**config.mk**
```make
export PLATFORM = sky130hd
export DESIGN_NAME = serdiv_top
export DESIGN_NICKNAME = d
export VERILOG_FILES = /design/src/rtl/serdiv_pkg.sv /design/src/rtl/serdiv_lane.sv /design/src/rtl/serdiv_core.sv /design/src/rtl/serdiv_shifter.sv /design/src/rtl/serdiv_top.sv
export SDC_FILE = /design/constraint.sdc
export NUM_CORES = 1
export LEC_CHECK = 0
export BUFFER_PORTS_ARGS = -buffer_cell sky130_fd_sc_hd__buf_4
export CAP_MARGIN = 25
export CELL_PAD_IN_SITES_DETAIL_PLACEMENT = 1
export CELL_PAD_IN_SITES_GLOBAL_PLACEMENT = 1
export CORE_MARGIN = 2
export CORE_UTILIZATION = 28
export CTS_CLUSTER_SIZE = 28
export DETAILED_ROUTE_END_ITERATION = 7
export GPL_TIMING_DRIVEN = 0
export PLACE_DENSITY = 0.48
export SETUP_SLACK_MARGIN = 0.15
export SLEW_MARGIN = 20
export SYNTH_ARGS = -nofsm -noshare
export SYNTH_HDL_FRONTEND = slang
export SYNTH_HIERARCHICAL = 1
export SYNTH_SLANG_ARGS = --single-unit
export TNS_END_PERCENT = 50
```
**constraint.sdc**
```tcl
create_clock -name clk -period 6.4 [get_ports clk]
set_input_delay 0.32 -clock clk [delete_from_list [all_inputs] [get_ports clk]]
set_output_delay 0.32 -clock clk [all_outputs]
set_load 0.005 [all_outputs]
```
**src/rtl/serdiv_pkg.sv**
```systemverilog
package serdiv_pkg;
    typedef enum logic [1:0] {
        ST_IDLE  = 2'd0,
        ST_FILL  = 2'd1,
        ST_WORK  = 2'd2,
        ST_DRAIN = 2'd3
    } sd_state_t;
endpackage

```
**src/rtl/serdiv_lane.sv**
```systemverilog
// One operand capture register: bit addressed by a write index, cleared on a new load.
module serdiv_lane #(
    parameter int W  = 24,
    parameter int IW = $clog2(W + 1)
) (
    input  logic          clk,
    input  logic          rst,
    input  logic          clr,
    input  logic          wr_en,
    input  logic [IW-1:0] wr_idx,
    input  logic          bit_in,
    output logic [W-1:0]  value
);
    for (genvar i = 0; i < W; i++) begin : g_bit
        always_ff @(posedge clk) begin
            if (rst) begin
                value[i] <= 1'b0;
            end else if (wr_en && wr_idx == IW'(i)) begin
                value[i] <= bit_in;
            end else if (clr) begin
                value[i] <= 1'b0;
            end
        end
    end
endmodule

```
**src/rtl/serdiv_core.sv**
```systemverilog
// Restoring divider, one quotient bit per clock, MSB of quotient first.
module serdiv_core #(
    parameter int W  = 24,
    parameter int KW = $clog2(W)
) (
    input  logic         clk,
    input  logic         rst,
    input  logic         go,
    input  logic [W-1:0] dividend,
    input  logic [W-1:0] divisor,
    output logic [W-1:0] quot,
    output logic         fin
);
    localparam int RW = W + 1;

    logic [RW-1:0] rem;
    logic [W-1:0]  dvs;
    logic [KW-1:0] step;
    logic          busy;
    logic [RW:0]   trial;
    logic          fits;
    logic [RW-1:0] kept;

    always_comb begin
        trial = {1'b0, rem} - {2'b00, dvs};
        fits  = ~trial[RW];
        kept  = fits ? trial[RW-1:0] : rem;
    end

    always_ff @(posedge clk) begin
        if (rst) begin
            rem  <= '0;
            dvs  <= '0;
            quot <= '0;
            step <= '0;
            busy <= 1'b0;
            fin  <= 1'b0;
        end else begin
            fin <= 1'b0;
            if (go) begin
                rem  <= {1'b0, dividend};
                dvs  <= divisor;
                quot <= '0;
                step <= '0;
                busy <= 1'b1;
            end else if (busy) begin
                rem  <= {kept[RW-2:0], 1'b0};
                quot <= {quot[W-2:0], fits};
                step <= step + 1'b1;
                if (step == KW'(W - 1)) begin
                    busy <= 1'b0;
                    fin  <= 1'b1;
                end
            end
        end
    end
endmodule

```
**src/rtl/serdiv_shifter.sv**
```systemverilog
// Parallel-in, serial-out quotient register, LSB leaves first.
module serdiv_shifter #(
    parameter int W = 24
) (
    input  logic         clk,
    input  logic         rst,
    input  logic         load,
    input  logic         shift,
    input  logic [W-1:0] par_in,
    output logic         ser_out
);
    logic [W-1:0] sreg;

    always_ff @(posedge clk) begin
        if (rst) begin
            sreg <= '0;
        end else if (load) begin
            sreg <= par_in;
        end else if (shift) begin
            sreg <= {1'b0, sreg[W-1:1]};
        end
    end

    assign ser_out = sreg[0];
endmodule

```
**src/rtl/serdiv_top.sv**
```systemverilog
module serdiv_top
    import serdiv_pkg::*;
#(
    parameter int W = 24
) (
    input  logic clk,
    input  logic rst,
    input  logic start,
    input  logic x_in,
    input  logic y_in,
    output logic q_out,
    output logic done
);
    localparam int CW = $clog2(W + 1);
    localparam int RW = $clog2(W);

    sd_state_t     state, state_nx;
    logic [CW-1:0] fill_cnt;
    logic [RW-1:0] out_cnt;
    logic          lane_clr, lane_wr;
    logic [CW-1:0] wr_idx;
    logic          core_go, core_fin, ser_load, ser_shift, ser_bit;
    logic [W-1:0]  x_val, y_val, quot;

    // state register
    always_ff @(posedge clk) begin
        if (rst) state <= ST_IDLE;
        else     state <= state_nx;
    end

    // transitions
    always_comb begin
        state_nx = state;
        unique case (state)
            ST_IDLE:  if (start)                  state_nx = ST_FILL;
            ST_FILL:  if (!start)                 state_nx = ST_WORK;
            ST_WORK:  if (core_fin)               state_nx = ST_DRAIN;
            ST_DRAIN: if (out_cnt == RW'(W - 1))  state_nx = ST_IDLE;
        endcase
    end

    // outputs of the sequencer
    always_comb begin
        lane_clr  = 1'b0;
        lane_wr   = 1'b0;
        wr_idx    = fill_cnt;
        core_go   = 1'b0;
        ser_load  = 1'b0;
        ser_shift = 1'b0;
        done      = 1'b0;
        unique case (state)
            ST_IDLE: begin
                lane_clr = start;
                lane_wr  = start;
                wr_idx   = '0;
            end
            ST_FILL: begin
                lane_wr = start && (fill_cnt < CW'(W));
                core_go = !start;
            end
            ST_WORK: begin
                ser_load = core_fin;
            end
            ST_DRAIN: begin
                ser_shift = 1'b1;
                done      = 1'b1;
            end
        endcase
    end

    // counters
    always_ff @(posedge clk) begin
        if (rst) begin
            fill_cnt <= '0;
            out_cnt  <= '0;
        end else begin
            if (state == ST_IDLE && start)
                fill_cnt <= CW'(1);
            else if (lane_wr)
                fill_cnt <= fill_cnt + 1'b1;
            if (ser_load)
                out_cnt <= '0;
            else if (ser_shift)
                out_cnt <= out_cnt + 1'b1;
        end
    end

    serdiv_lane #(.W(W)) u_lane_x (
        .clk(clk), .rst(rst), .clr(lane_clr), .wr_en(lane_wr),
        .wr_idx(wr_idx), .bit_in(x_in), .value(x_val)
    );

    serdiv_lane #(.W(W)) u_lane_y (
        .clk(clk), .rst(rst), .clr(lane_clr), .wr_en(lane_wr),
        .wr_idx(wr_idx), .bit_in(y_in), .value(y_val)
    );

    serdiv_core #(.W(W)) u_core (
        .clk(clk), .rst(rst), .go(core_go), .dividend(x_val),
        .divisor(y_val), .quot(quot), .fin(core_fin)
    );

    serdiv_shifter #(.W(W)) u_shift (
        .clk(clk), .rst(rst), .load(ser_load), .shift(ser_shift),
        .par_in(quot), .ser_out(ser_bit)
    );

    assign q_out = done & ser_bit;
endmodule

```
### Word level (Yosys, flattened, before mapping)

Index checks and enable logic that the tools add are counted.

| word-level totals | value |
|---|---|
| word-level logic and storage cells | 232 |
| register bits | 164 |
| output and inout port bits | 2 |
| input port bits | 5 |

| operators by class | value |
|---|---|
| equality and inequality tests | 32 |
| reductions and logical operators | 61 |
| add/sub/neg operators | 4 |
| bitwise gates (word level) | 3 |
| mux-type cells | 71 |
| order comparisons | 1 |

Operators with widths:

| operator | count |
|---|---|
| 24-bit 2-to-1 mux | 5 |
| 1-bit 2-to-1 mux | 59 |
| 2-bit nonzero test | 27 |
| 5-bit equality test, second input constant | 10 |
| 5-bit by 4-bit equality test with 1-bit output, second input constant | 8 |
| 1-bit logical AND | 26 |
| 25-bit by 24-bit subtractor with 26-bit output | 1 |
| 5-bit by 3-bit equality test with 1-bit output, second input constant | 4 |
| 5-bit by 1-bit adder with 5-bit output, second input constant | 3 |
| 5-bit by 2-bit equality test with 1-bit output, second input constant | 2 |
| 2-bit 2-to-1 mux | 4 |
| 2-bit case mux with 4 select lines | 1 |
| 2-bit inequality test, second input constant | 3 |
| 2-bit OR reduction | 3 |
| 5-bit by 1-bit equality test with 1-bit output, second input constant | 1 |
| 5-bit zero test | 1 |
| 5-bit < comparator, second input constant | 1 |
| 5-bit 2-to-1 mux | 1 |
| 2-bit equality test, second input constant | 2 |
| 4-bit AND reduction | 1 |
| 3-bit OR reduction | 1 |
| 2-bit by 1-bit equality test with 1-bit output, second input constant | 1 |
| 2-bit zero test | 1 |
| 2-bit by 1-bit inequality test with 1-bit output, second input constant | 1 |
| other kinds (4) | 5 |

### Longest topological paths before layout

| logic depth | value |
|---|---|
| depth in word-level cells | 5 |
| mapped depth | 12 |
| gate-level depth less buffers | 12 |

### By module

Netlist, hierarchy kept.

By module, submodules not included:

| module | cells an instance | area each (um2) | sequential area each (um2) | times used |
|---|---|---|---|---|
| serdiv_core | 537 | 4,546.9 | 1,601.5 | 1 |
| serdiv_lane | 117 | 1,119.8 | 480.5 | 2 |
| serdiv_shifter | 106 | 1,146.1 | 480.5 | 1 |
| serdiv_top | 83 | 737.0 | 240.2 | 1 |

### Worst setup path after synthesis

Ideal clock, no wire load.

| timing | value |
|---|---|
| path type | reg-to-reg |
| start point | register u_core.rem[0] |
| end point | register u_core.rem[13] |
| data required time | 6,285 ps |
| slack | 3,752 ps |
| clock period less this slack | 2,648 ps |
| data arrival time | 2,533 ps |
| cell stages (with the launch flop) | 13 |
| library setup time | 115 ps |
| path buffers | 0 |
| cell sequence | dfxtp_1 -> inv_1 -> ha_1 -> inv_1 -> fa_1 -> a21o_1 -> and4_1 -> o211a_1 -> o31a_2 -> or3_1 -> nand3_1 -> a311oi_1 -> o21ba_1 |

| between the ends | value |
|---|---|
| cells in the longest elaborated chain, start to end | 4 |

Ends and longest elaborated chain:

| what | RTL line | source |
|---|---|---|
| from (decl) | serdiv_core.sv:16 | `logic [RW-1:0] rem;` |
| from (signal assigned) | serdiv_core.sv:41 | `rem <= {1'b0, dividend};` |
| from (signal assigned) | serdiv_core.sv:47 | `rem <= {kept[RW-2:0], 1'b0};` |
| 25-bit by 24-bit subtractor with 26-bit output | serdiv_core.sv:25 | `trial = {1'b0, rem} - {2'b00, dvs};` |
| 24-bit 2-to-1 mux | serdiv_core.sv:27 | `kept = fits ? trial[RW-1:0] : rem;` |
| 24-bit 2-to-1 mux | serdiv_core.sv:46 | `end else if (busy) begin` |
| 24-bit 2-to-1 mux | serdiv_core.sv:40 | `if (go) begin` |

Every way passes these cells. The select of a mux whose other input is x is not followed.
A chain may end at the register's enable or synchronous reset.

### Worst setup path after layout

| timing | value |
|---|---|
| start point | register u_core.dvs[14] |
| end point | register u_core.rem[20] |

| between the ends | value |
|---|---|
| cells in the longest elaborated chain, start to end | 4 |

Ends and longest elaborated chain:

| what | RTL line | source |
|---|---|---|
| from (decl) | serdiv_core.sv:17 | `logic [W-1:0] dvs;` |
| from (signal assigned) | serdiv_core.sv:42 | `dvs <= divisor;` |
| 25-bit by 24-bit subtractor with 26-bit output | serdiv_core.sv:25 |  |
| 24-bit 2-to-1 mux | serdiv_core.sv:27 |  |
| 24-bit 2-to-1 mux | serdiv_core.sv:46 |  |
| 24-bit 2-to-1 mux | serdiv_core.sv:40 |  |

Every way passes these cells. The select of a mux whose other input is x is not followed.

==> out/qor.txt <==
status -> finished, final reports clean
CP bufs+invs -> 2
Core Area -> 0.0305 mm2
drt wl/cell -> 18.3 um
final core occ -> 32.0%
Layout Skew -> 15.9 ps
Vias -> 6785
Startpoint Class -> flop
clock root cell -> clkbuf_16
Critical Path, Cell by Cell -> inv_1 > ha_1 > nand4_1 > a21oi_1 > nor2_1 > a311o_2 > o21ai_4 > buf_2 > nand2_1 > o21ai_0 > o2bb2ai_1
Most Crowded Layer GR -> met2
largest net degree at the start of global routing -> 20
clock-pin slew on the worst setup and hold paths -> 80 ps
vias in the first global route -> 7122
I/O Pins -> 7
Clk Latency, worst-skew pair -> 440 ps
DRT iter0 DRCs -> 230
part of the power in the clock network -> 21.8%
ANT nets after route -> 0
Worst path slowest cell -> a311o_2
HP Class -> primary input to flop
DRT Wirelength -> 25.6 mm
ys async rst share -> 0%
first-pass GRT wire length -> 41.2 mm
M3 GR Usage -> 3.28%
setup repair bufs after CTS -> 0
share of layout cells above drive strength 1 -> 9.81%
initial core utilization -> 28.4%
Critical Path Max Stage Delay -> 430 ps
Post-synth EDFFs -> 0
PD cells -> 461 mW/mm2
Static Leak -> 3.76 nW
Comb pwr share -> 52.7%
max-slew violations -> 0
Post-CTS Resized -> 0
maximum vdd drop -> 0.000226 V
NetSw -> 0.00201 W
DR pass1 iterations -> 6
final critical-path required period -> 2960 ps
final hold vios -> 0
Internal Power -> 0.00249 W
post-synthesis net count -> 997
initial antenna violation count -> 0
critical path class -> flop to flop
cts hold-fix bufs -> 0
Antenna Cells -> 0
CTS sink cnt -> 164
vias per inst -> 4.86
GPL Wtd Cong -> 0.746
Cell variety after synth -> 76
Post-Syn Area -> 0.00867 mm2
Area Overhead vs Synth -> 12.6%
worst path required time -> 6770 ps
Sum Neg Setup Slack -> 0 ps
GR Util met2 -> 26.2%
cell family with most CP delay -> compound AO/OA/AOI/OAI gates
Slew headroom -> 47.8%
CP arrival -> 3330 ps
Sw Ratio -> 44.6%
HPWL Detailed -> 19.2 mm
# rows -> 64
CP startpoint -> u_core/dvs[14]$_SDFFE_PP0P_
die outline width -> 180 um
share of the yosys chip area belonging to registers -> 37.9%
post-synthesis register bit count -> 164
Final period util -> 46.3%
CTS tree -> done
DRC -> 0
sequential share of power -> 25.6%
htree depth -> 4
worst-path fanout max -> 10
max-cap violations -> 0
RSZ-0062 raised after global routing -> false
Hold Crit Start -> start
TritonCTS Buffers -> 17
Die Ht -> 180 um
Synth Flop Type -> dfxtp_1
Overflow after GRT -> 0
die area -> 0.0324 mm2
endpoints failing setup -> 0
Avg Synthesized Cell Area -> 9.03 um2
Slew @ Worst Pin -> 783 ps
clk buf depth -> 2
Port Buffers -> 5
# nets final -> 1023
Syn Inst Count -> 960
Synth warnings -> 6
Critical R2R Launch -> u_core/dvs[14]$_SDFFE_PP0P_
met1 Use GR -> 22.2%
Tot GR Track Use -> 16.4%
Fmax achieved -> 337 MHz
critical path endpoint category -> flop
-- final cells by class --
type	instances	area, um2
Buffer	57	337
Clock buffer	18	429
Clock inverter	14	119
Fill cell	3507	20700
Inverter	40	150
Multi-Input combinational cell	699	4900
Sequential cell	164	3280
Tap cell	396	495
Timing Repair Buffer	7	52.6
-- tightest hold or removal path: cells and delay by family --
family	cells	cell delay, ps
compound gates	2	170
buf+inv	1	170
-- cell usage in the layout, fill, tap and decap left out, drive strengths merged, types with 3 or more instances in the layout --
cell	n
a211oi	26
clkinv	6
or3	5
o211ai	10
nand2	137
o2bb2ai	5
inv	46
buf	32
nand3	19
a21o	4
o22ai	4
nor3	3
ha	31
a21oi	38
a22oi	4
or2	3
mux2i	122
clkbuf	50
nor2	99
xor2	13
xnor2	11
a311o	8
nand4b	4
a31oi	6
dfxtp	164
nand4	6
and4bb	6
nand2b	14
a221oi	4
o21a	7
and2	5
o31ai	5
o21ai	21
and3	3
nor2b	37
-- Yosys cell counts, drive strengths merged, types with 5 or more instances --
master	number	area (um2)
xnor2	11	96.3
ha	31	388
a31oi	6	37.5
o211ai	10	85.1
a21oi	38	194
nand4	6	37.5
xor2	13	114
o2bb2ai	5	43.8
nor2	99	372
o31ai	5	56.3
nand2	137	514
and4bb	6	75.1
buf	25	216
dfxtp	164	3280
or3	5	31.3
o21ai	21	128
nor2b	37	231
a311o	8	81.3
clkbuf	32	120
mux2i	122	1220
o21a	7	53.8
inv	40	150
a211oi	26	220
nand3	19	110
nand2b	14	87.6
and2	5	31.3
-- sequential cells by signal (all words and copies together) (netlist names) --
| signal | cells |
|---|---|
| u_core/fin | 1 |
| u_lane_y/value | 24 |
| u_shift/sreg | 24 |
| state | 2 |
| u_core/busy | 1 |
| out_cnt | 5 |
| u_core/quot | 24 |
| u_core/rem | 25 |
| u_lane_x/value | 24 |
| u_core/dvs | 24 |
| u_core/step | 5 |
| fill_cnt | 5 |
-- final timing paths --
kind	cells past startpoint	to	slack [ps]
worst max-delay path	11	u_core/rem[20]$_SDFFE_PP0P_	3440
worst min-delay path	3	fill_cnt[4]$_SDFFE_PP0P_	270
worst max register to register	11	u_core/rem[20]$_SDFFE_PP0P_	3440
worst min register to register	2	u_lane_x/value[2]$_SDFFE_PP0P_	460
-- logic make-up (layout without fill, tap and decap cells) --
family | Yosys count | after routing | share of synthesized area (%)
DFF | 164 | 164 | 37.9
muxes | 122 | 122 | 14.1
xor gates and xnor gates | 24 | 24 | 2.42
adders and majority gates | 32 | 32 | 4.70
and+or+nand+nor | 353 | 353 | 20.2
buffers and inverters | 97 | 136 | 5.61
AOI/OAI and AO/OA | 168 | 168 | 15.1
-- power by group through the flow --
stage	registers, W	logic, W	clock network [W]
2_1_floorplan	0.00115	0.00173	0
3_3_place_gp	0.00118	0.00240	0
3_5_place_dp	0.00118	0.00239	0
4_1_cts	0.00115	0.00241	0.00103
5_1_grt	0.00116	0.00261	0.00107
6_report	0.00115	0.00237	0.000979
-- per-layer routing --
| layer | share of wire (%) | vias up | wire length [um] |
|---|---|---|---|
| met1 | 50 | 3299 | 12800 |
| met3 | 2.4 | 24 | 625 |
| met5 | 0 | - | 0 |
| met2 | 46 | 53 | 11700 |
| met4 | 1.9 | 0 | 477 |
| li1 | - | 3409 | - |
-- through the flow --
step	setup WS [ps]	std cells	total power (W)	area (um2)	hold slack, ps
floorplan	3750	960	0.00288	8670	389
detailed placement	3420	1362	0.00357	9210	456
finish	3440	1395	0.00450	9770	268
global placement	3360	1361	0.00358	9200	451
CTS	3390	1394	0.00459	9760	243
global route	3180	1395	0.00484	9770	260
(Power assumes the default switching activity.)
